--- src/rtl/probe_retry_pkg.sv ---
package probe_retry_pkg;
  localparam int ADDR_W   = 10;
  localparam int NARROW_W = 7;
  localparam int GAP_W    = 4;

  typedef enum logic [1:0] {
    ST_IDLE   = 2'd0,
    ST_LAUNCH = 2'd1,
    ST_WAIT   = 2'd2,
    ST_GAP    = 2'd3
  } seq_state_t;
endpackage

--- src/rtl/probe_target_store.sv ---
module probe_target_store #(
  parameter int ADDR_W   = 10,
  parameter int NARROW_W = 7,
  parameter int GAP_W    = 4
) (
  input  logic              clk,
  input  logic              rst_n,
  input  logic              addr_wr,
  input  logic [ADDR_W-1:0] addr_wdata,
  input  logic              wide_addr,
  input  logic              gap_wr,
  input  logic [GAP_W-1:0]  gap_wdata,
  output logic [ADDR_W-1:0] addr_q,
  output logic              wide_q,
  output logic [GAP_W-1:0]  gap_q
);
  localparam int HIGH_W = ADDR_W - NARROW_W;

  logic [ADDR_W-1:0] addr_masked;

  always_comb begin
    if (wide_addr) addr_masked = addr_wdata;
    else           addr_masked = {{HIGH_W{1'b0}}, addr_wdata[NARROW_W-1:0]};
  end

  always_ff @(posedge clk or negedge rst_n) begin
    if (!rst_n) begin
      addr_q <= '0;
      wide_q <= 1'b0;
    end else if (addr_wr) begin
      addr_q <= addr_masked;
      wide_q <= wide_addr;
    end
  end

  always_ff @(posedge clk or negedge rst_n) begin
    if (!rst_n)      gap_q <= '0;
    else if (gap_wr) gap_q <= gap_wdata;
  end
endmodule

--- src/rtl/probe_gap_timer.sv ---
module probe_gap_timer #(
  parameter int GAP_W = 4
) (
  input  logic             clk,
  input  logic             rst_n,
  input  logic             run,
  input  logic             tick,
  input  logic [GAP_W-1:0] limit,
  output logic             expired
);
  logic [GAP_W-1:0] cnt;
  logic [GAP_W-1:0] last;

  assign last    = limit - 1'b1;
  assign expired = run && tick && (cnt == last);

  always_ff @(posedge clk or negedge rst_n) begin
    if (!rst_n)    cnt <= '0;
    else if (!run) cnt <= '0;
    else if (tick) cnt <= cnt + 1'b1;
  end
endmodule

--- src/rtl/probe_seq_fsm.sv ---
module probe_seq_fsm
  import probe_retry_pkg::*;
#(
  parameter int GAP_W = 4
) (
  input  logic             clk,
  input  logic             rst_n,
  input  logic             enabled,
  input  logic             addr_wr,
  input  logic             eng_done,
  input  logic             eng_ack,
  input  logic [GAP_W-1:0] gap_q,
  input  logic             gap_expired,
  output logic             in_gap,
  output logic             eng_start,
  output logic             slave_ready,
  output logic             busy
);
  seq_state_t state, state_nx;
  logic       ready_q;
  logic       hit;

  assign hit = (state == ST_WAIT) && eng_done && eng_ack;

  always_comb begin
    state_nx = state;
    if (!enabled)     state_nx = ST_IDLE;
    else if (addr_wr) state_nx = ST_LAUNCH;
    else begin
      unique case (state)
        ST_IDLE:   state_nx = ST_IDLE;
        ST_LAUNCH: state_nx = ST_WAIT;
        ST_WAIT: begin
          if (eng_done) begin
            if (eng_ack)          state_nx = ST_IDLE;
            else if (gap_q == '0) state_nx = ST_LAUNCH;
            else                  state_nx = ST_GAP;
          end
        end
        ST_GAP:    if (gap_expired) state_nx = ST_LAUNCH;
        default:   state_nx = ST_IDLE;
      endcase
    end
  end

  always_ff @(posedge clk or negedge rst_n) begin
    if (!rst_n) begin
      state   <= ST_IDLE;
      ready_q <= 1'b0;
    end else begin
      state   <= state_nx;
      ready_q <= enabled && !addr_wr && hit;
    end
  end

  assign in_gap      = (state == ST_GAP);
  assign eng_start   = (state == ST_LAUNCH) && enabled;
  assign slave_ready = ready_q;
  assign busy        = (state != ST_IDLE);
endmodule

--- src/rtl/probe_retry_seq.sv ---
module probe_retry_seq
  import probe_retry_pkg::*;
(
  input  logic              clk,
  input  logic              rst_n,
  input  logic              master_en,
  input  logic              monitor_en,
  input  logic              wide_addr,
  input  logic              addr_wr,
  input  logic [ADDR_W-1:0] addr_wdata,
  input  logic              gap_wr,
  input  logic [GAP_W-1:0]  gap_wdata,
  input  logic              tick,
  output logic              eng_start,
  output logic [ADDR_W-1:0] eng_addr,
  output logic              eng_wide,
  input  logic              eng_done,
  input  logic              eng_ack,
  output logic              slave_ready,
  output logic              busy
);
  logic             enabled;
  logic [GAP_W-1:0] gap_q;
  logic             in_gap;
  logic             gap_expired;

  assign enabled = master_en && monitor_en;

  probe_target_store #(
    .ADDR_W(ADDR_W), .NARROW_W(NARROW_W), .GAP_W(GAP_W)
  ) u_store (
    .clk(clk), .rst_n(rst_n),
    .addr_wr(addr_wr), .addr_wdata(addr_wdata), .wide_addr(wide_addr),
    .gap_wr(gap_wr), .gap_wdata(gap_wdata),
    .addr_q(eng_addr), .wide_q(eng_wide), .gap_q(gap_q)
  );

  probe_gap_timer #(.GAP_W(GAP_W)) u_timer (
    .clk(clk), .rst_n(rst_n),
    .run(in_gap), .tick(tick), .limit(gap_q),
    .expired(gap_expired)
  );

  probe_seq_fsm #(.GAP_W(GAP_W)) u_fsm (
    .clk(clk), .rst_n(rst_n),
    .enabled(enabled), .addr_wr(addr_wr),
    .eng_done(eng_done), .eng_ack(eng_ack),
    .gap_q(gap_q), .gap_expired(gap_expired),
    .in_gap(in_gap), .eng_start(eng_start),
    .slave_ready(slave_ready), .busy(busy)
  );
endmodule

--- config.mk ---
export PLATFORM = sky130hd
export DESIGN_NAME = probe_retry_seq
export DESIGN_NICKNAME = d
export VERILOG_FILES = /design/src/rtl/probe_retry_pkg.sv /design/src/rtl/probe_target_store.sv /design/src/rtl/probe_gap_timer.sv /design/src/rtl/probe_seq_fsm.sv /design/src/rtl/probe_retry_seq.sv
export SDC_FILE = /design/constraint.sdc
export NUM_CORES = 1
export LEC_CHECK = 0
export BUFFER_PORTS_ARGS = -buffer_cell sky130_fd_sc_hd__buf_2
export CAP_MARGIN = 0
export CORE_MARGIN = 2
export CORE_UTILIZATION = 29
export DETAILED_ROUTE_END_ITERATION = 12
export PLACE_DENSITY = 0.52
export SYNTH_ARGS = -nofsm -noshare
export SYNTH_HDL_FRONTEND = slang
export SYNTH_SLANG_ARGS = --single-unit
export TNS_END_PERCENT = 30
--- constraint.sdc ---
create_clock -name clk -period 2.1 [get_ports clk]
set_clock_uncertainty 0.05 [all_clocks]
set_input_delay 0.525 -clock clk [delete_from_list [all_inputs] [get_ports clk]]
set_output_delay 0.525 -clock clk [all_outputs]
set_load 0.005 [all_outputs]
==> impl_metrics.env, run 1 <==
export IMPL_grt_first_pass_wirelength_um=3310
export IMPL_grt_start_max_net_pins=23
export IMPL_ys_ff_latch=22
export IMPL_met1_usage_pct=13.1
export IMPL_gp_congestion=0.761
export IMPL_drt_first_pass_iters=4
export IMPL_clock_root_buffer="clkbuf_4"
export IMPL_antenna_found_initial=0
export IMPL_worstHoldPathType="in -> async"
export IMPL_finalInstanceArea_mm2=0.00127
export IMPL_multi_input_area_um2=402
export IMPL_yosysWarningCount=0
export IMPL_synth_nets=112
export IMPL_grt_busiest_layer="met2"
export IMPL_fillers=352
export IMPL_n_antenna_cell=0
export IMPL_gr_usage_met3_pct=2.70
export IMPL_ant_nets=0
export IMPL_wirelength_um=1810
export IMPL_crit_type="reg -> out"
export IMPL_timing_rr_end="u_fsm.state[1]"
export IMPL_netlist_area_um2=988
export IMPL_setup_violations=0
export IMPL_status="finished, final reports clean"
export IMPL_rows=21
export IMPL_final_seq_area_um2=551
export IMPL_fin_nets=152
export IMPL_drive_gt1_share_pct=42.4
export IMPL_die_h_um=62.4
export IMPL_worst_pin_slew_ns=0.480
export IMPL_cp_startpoint="u_fsm.state[1]"
export IMPL_powerDensity_mw_per_mm2=710
export IMPL_top_level_ports=38
export IMPL_synthArstFlopShare_pct=100
export IMPL_arrival_ns=1.18
export IMPL_endpoint="busy"
export IMPL_cts_sinks=22
export IMPL_syn_to_final_growth_pct=28.9
export IMPL_drtIter0Drc=29
export IMPL_slew_headroom_pct=68.0
export IMPL_wire_per_inst_um=10.6
export IMPL_ff2ff_path_depth=6
export IMPL_initial_utilization_pct=29.9
export IMPL_die_w_um=62.4
export IMPL_die_area_mm2=0.00389
export IMPL_worst_setup_hold_path_clk_slew_ns=0.12
export IMPL_yosysSeqAreaShare_pct=55.7
export IMPL_fin_crit_ns=1.75
export IMPL_crit_path_end_kind="output port"
export IMPL_vdd_drop_max_v=0.000244
export IMPL_cts_buffers=3
export IMPL_synth_ff_type="dfrtp_1"
export IMPL_p_leak_nw=0.622
export IMPL_track_usage_pct=10.8
export IMPL_avgViaCountPerCell=4.32
export IMPL_drv_cap=0
export IMPL_critPathLaunchType="flop"
export IMPL_synthCells=86
export IMPL_worstPathMaxFanout=7
export IMPL_slew_viol_final=0
export IMPL_cp_required_ns=1.52
export IMPL_rsz0062_at_grt="no"
export IMPL_hold_buffers=0
export IMPL_cts_max_level=1
export IMPL_drc=0
export IMPL_rr_startpoint="u_store.gap_q[0]"
export IMPL_core_area_mm2=0.00331
export IMPL_io_buffers=37
export IMPL_tns_ns=0
export IMPL_cts_setup_buffers=0
export IMPL_avgSynthCellArea_um2=11.5
export IMPL_synthDistinctLibCells=23
export IMPL_cts_tree="yes"
export IMPL_clockBufferDepth=2
export IMPL_grt_pass1_vias=770
export IMPL_via_count=738
export IMPL_grt_overflow_total=0
export IMPL_clock_latency_ns=0.30
export IMPL_use_met2_pct=17.4
export IMPL_fmax_mhz=570
export IMPL_cts_resized=0
export IMPL_rrSetupSlack_ns=0.57
export IMPL_placed_cell_area_mm2=0.00122
export IMPL_hpwl_um=1430
export IMPL_synth_edf_count=0
export IMPL_finalHoldViolations=0
export IMPL_min_period_over_period_pct=83.5
kinds of logic after synthesis:
kind of cell | count (synthesis) | share of synthesized area, %
multiplexers | 11 | 12.4
buffers and inverters | 9 | 3.67
AO/OA/AOI/OAI | 12 | 7.22
flip-flops | 22 | 55.7
adder cells (fa/ha/maj) | 2 | 2.53
AND/OR/NAND/NOR | 22 | 10.6
XOR/XNOR | 8 | 7.85
metrics by stage:
stage	cells	power, mW	setup WS, ns	hold WS [ns]	utilization (%)
floorplan	86	0.538	0.685	0.179	-
global placement	167	0.599	0.524	0.437	36.9
detailed placement	167	0.602	0.511	0.440	36.9
CTS	171	0.925	0.330	0.119	38.5
global route	171	0.962	0.258	0.126	38.5
finish	171	0.905	0.346	0.115	38.5
synthesized netlist by cell type, types with 2 or more instances:
master	number	area share (%)
dfrtp_1	22	56
mux2_2	10	11
inv_1	7	2.7
o21ai_0	7	3.5
nand2_1	5	1.9
nor2_1	5	1.9
xor2_1	5	4.4
nand3_1	4	2.0
nor3_1	3	1.5
buf_2	2	1.0
ha_1	2	2.5
nand4_1	2	1.3
xnor2_1	2	1.8
layout by cell type (no fill, tap or decap):
cell | synthesis | routed
o31ai_1 | 1 | 1
nor2_1 | 5 | 5
nand3_1 | 4 | 4
clkbuf_4 | 0 | 3
o21ai_0 | 7 | 7
buf_2 | 2 | 37
dfrtp_1 | 22 | 22
o311ai_1 | 1 | 1
xnor2_2 | 1 | 1
or2_2 | 1 | 1
inv_1 | 7 | 7
xnor2_1 | 2 | 2
nor2b_1 | 1 | 1
mux2_2 | 10 | 10
nand4_1 | 2 | 2
a31oi_1 | 1 | 1
a21oi_1 | 1 | 1
mux2i_1 | 1 | 1
xor2_1 | 5 | 5
ha_1 | 2 | 2
nor3_1 | 3 | 3
nand2_1 | 5 | 5
a41oi_1 | 1 | 1
nor3b_1 | 1 | 1
bufinv_16 | 0 | 1
power by group:
part,total (mW),internal (mW),switching [mW]
Clock,0.315,0.193,0.122
Sequential,0.469,0.452,0.0172
Combinational,0.121,0.0655,0.0556
final cells by class:
cell class / instances / share of cell area [%]
clock buffers: 3 / 1.77
clock inverters: 1 / 2.36
inverters: 7 / 2.06
multi-input cells: 55 / 31.5
flip-flops and latches: 22 / 43.2
well taps: 46 / 4.52
repair buffers: 37 / 14.5
routing by layer:
| metal | up-vias | wire, µm |
|---|---|---|
| met5 | - | 0 |
| met4 | 0 | 33 |
| met3 | 2 | 77 |
| met2 | 17 | 893 |
| met1 | 344 | 807 |
| li1 | 375 | - |
how the worst min path moves through the flow:
stage	slack [ns]	cells past startpoint	end	from
6_report	0.11	1	u_timer.cnt[1]	rst_n
4_1_cts	0.12	1	u_store.gap_q[1]	rst_n
3_5_place_dp	0.44	1	u_store.addr_q[6]	u_store.addr_q[6]
5_1_grt	0.13	1	u_store.addr_q[6]	rst_n
2_1_floorplan	0.18	0	u_fsm.slave_ready	rst_n
3_3_place_gp	0.44	1	u_store.addr_q[5]	u_store.addr_q[5]
registers in the layout (all words and copies together), names as in the netlist:
name,count
u_fsm.slave_ready,1
u_fsm.state,2
u_timer.cnt,4
u_store.wide_q,1
u_store.gap_q,4
u_store.addr_q,10
worst max-delay path, stage by stage (launching register included):
cell     delay [ns]
dfrtp_1        0.47
or2_2          0.29
buf_2          0.13
No activity file was read; power rests on OpenSTA's default activity.
==> inputs of run 2 (changes only) <==
Settings changed: PLACE_DENSITY 0.52 to 0.54.
Clock period 2.1 ns to 1.53 ns, I/O delays scaled along.
==> run 2 against run 1 <==
Net effect: the run now ends with negative setup slack left; clock power up 39%; non-clock buffer count increased by 6; via count rose by 3.1%; critical path type unchanged; die area unchanged; combinational power rose by 56%; first-iteration DRC count fell by 45%; routed wire length rose by 8.7%.
==> impl_metrics.env, run 2 (same netlist as run 1, synthesis figures left out) <==
export IMPL_drv_cap=0
export IMPL_cts_buffers=3
export IMPL_via_count=761
export IMPL_p_seq_share_pct=50.6
export IMPL_grt_pass1_vias=762
export IMPL_drc=0
export IMPL_comb_power_share_pct=14.9
export IMPL_cts_tree="yes"
export IMPL_p_sw_share_pct=22.1
export IMPL_clock_root_buffer="clkbuf_4"
export IMPL_rrSetupSlack_ns=0.12
export IMPL_hold_start="gap_wdata[1]"
export IMPL_largest_register="u_store.addr_q"
export IMPL_die_w_um=62.4
export IMPL_worstPathCellList="or2_4 -> buf_6"
export IMPL_stdcell_count=177
export IMPL_n_antenna_cell=0
export IMPL_grt_overflow_total=0
export IMPL_fin_crit_ns=1.53
export IMPL_path_delay_family="flip-flops"
export IMPL_final_cell_mix="36 x buf_2, 22 x dfrtp_1, 10 x mux2_2"
export IMPL_wire_per_inst_um=11.1
export IMPL_cp_required_ns=1.10
export IMPL_status="complete, but fails checks"
export IMPL_clockPowerShare_pct=34.5
export IMPL_worst_setup_hold_path_clk_slew_ns=0.12
export IMPL_crit_type="reg -> out"
export IMPL_cts_max_level=1
export IMPL_cp_startpoint="u_fsm.state[1]"
export IMPL_worstHoldPathType="in -> reg"
export IMPL_internal_power_uw=990
export IMPL_initial_utilization_pct=29.9
export IMPL_rr_startpoint="u_store.gap_q[1]"
export IMPL_slew_viol_final=0
export IMPL_worst_pin_slew_ns=0.488
export IMPL_die_area_mm2=0.00389
export IMPL_p_switching_uw=281
export IMPL_ant_nets=0
export IMPL_violations="negative setup slack"
export IMPL_slew_headroom_pct=67.5
export IMPL_finalHoldViolations=0
export IMPL_antenna_found_initial=0
export IMPL_grt_first_pass_wirelength_um=3500
export IMPL_setup_ws_ns=-0.00163
export IMPL_wirelength_um=1970
export IMPL_top_level_ports=38
export IMPL_crit_path_end_kind="output port"
export IMPL_hpwl_um=1480
export IMPL_p_leak_nw=0.653
export IMPL_drtIter0Drc=16
export IMPL_fmax_mhz=653
export IMPL_worstPathMaxFanout=4
export IMPL_crit_slowest_cell="dfrtp_1"
export IMPL_drt_first_pass_iters=4
export IMPL_top_regs="u_store.addr_q: 10 flops, u_store.gap_q: 4 flops, u_timer.cnt: 4 flops"
export IMPL_fillers=360
export IMPL_io_buffers=37
export IMPL_avgViaCountPerCell=4.30
export IMPL_track_usage_pct=11.4
export IMPL_core_area_mm2=0.00331
export IMPL_cts_sinks=22
export IMPL_arrival_ns=1.10
export IMPL_min_period_over_period_pct=100
export IMPL_drive_gt1_share_pct=47.3
export IMPL_critPathLaunchType="flop"
export IMPL_largest_reg_flops=10
export IMPL_powerDensity_mw_per_mm2=943
export IMPL_clock_latency_ns=0.30
export IMPL_grt_start_max_net_pins=23
export IMPL_clockBufferDepth=2
export IMPL_max_stage_delay_ns=0.44
export IMPL_rsz0062_at_grt="yes"
export IMPL_vdd_drop_max_v=0.000300
export IMPL_setup_violations=1
export IMPL_syn_to_final_growth_pct=36.3
export IMPL_die_h_um=62.4
export IMPL_cp_buffers_inverters=1
export IMPL_rows=21
export IMPL_finalPower_mw=1.27
export IMPL_tns_ns=-0.00163
export IMPL_layout_commonest_cell="buf_2"
export IMPL_fin_nets=158
export IMPL_gp_congestion=0.795
export IMPL_placed_cells=168
[run 2: area by class of cell]
type	instances	area (µm²)	share of cell area [%]
well taps	46	57.6	4.27
flip-flops and latches	22	551	40.9
clock inverters	1	30.0	2.23
clock buffers	3	22.5	1.67
repair buffers	43	239	17.7
multi-input cells	55	422	31.3
inverters	7	26.3	1.95
[run 2: worst reg2reg max path, delay by kind of cell (launching register included)]
family | cells | cell delay [ns]
XOR/XNOR | 1 | 0.16
AO/OA/AOI/OAI | 3 | 0.40
adder cells (fa/ha/maj) | 1 | 0.21
buffers and inverters | 1 | 0.11
flip-flops | 1 | 0.40
[run 2: final timing paths]
check	depth (start not counted)	end
setup / recovery	2	busy
max in group asynchronous	2	u_fsm.slave_ready
hold reg to reg	1	u_store.addr_q[0]
min in group asynchronous	2	u_timer.cnt[1]
setup reg to reg	6	u_fsm.state[1]
hold / removal	3	u_store.gap_q[1]
[run 2: per-layer routing]
metal | up-vias | track usage, % | wire length [µm]
li1 | 388 | - | -
met1 | 355 | 15.0 | 884
met2 | 16 | 18.1 | 976
met3 | 2 | 1.80 | 75
met4 | 0 | 5.83 | 34
met5 | - | 0 | 0
[run 2: timing repair]
| action | in CTS | in global routing |
|---|---|---|
| endpoints found under the setup margin | 3 | 3 |
| gates resized for setup | 3 | 3 |
| cloned | 0 | 0 |
| pin swaps | 1 | 1 |
| hold buffers | 1 | 0 |
| hold endpoints to repair | 22 | 0 |
| buffers inserted | 3 | 1 |
[run 2: power by group through the flow]
| stage | Sequential [mW] | Clock [mW] | Combinational, mW |
|---|---|---|---|
| floorplan | 0.656 | 0 | 0.0821 |
| global placement | 0.654 | 0 | 0.170 |
| detailed placement | 0.656 | 0 | 0.173 |
| CTS | 0.644 | 0.458 | 0.181 |
| global route | 0.651 | 0.489 | 0.213 |
| finish | 0.643 | 0.438 | 0.189 |
[run 2: metrics by stage]
stage	utilization (%)	cell area [µm²]	hold slack [ns]	setup slack, ns
after floorplan	-	988	0.0369	0.115
after global placement	37.1	1230	0.324	0.0697
after detailed placement	37.1	1230	0.332	0.0213
after CTS	39.9	1320	0.215	-0.00821
after global routing	40.7	1350	0.221	-0.0573
final	40.7	1350	0.235	-0.00163
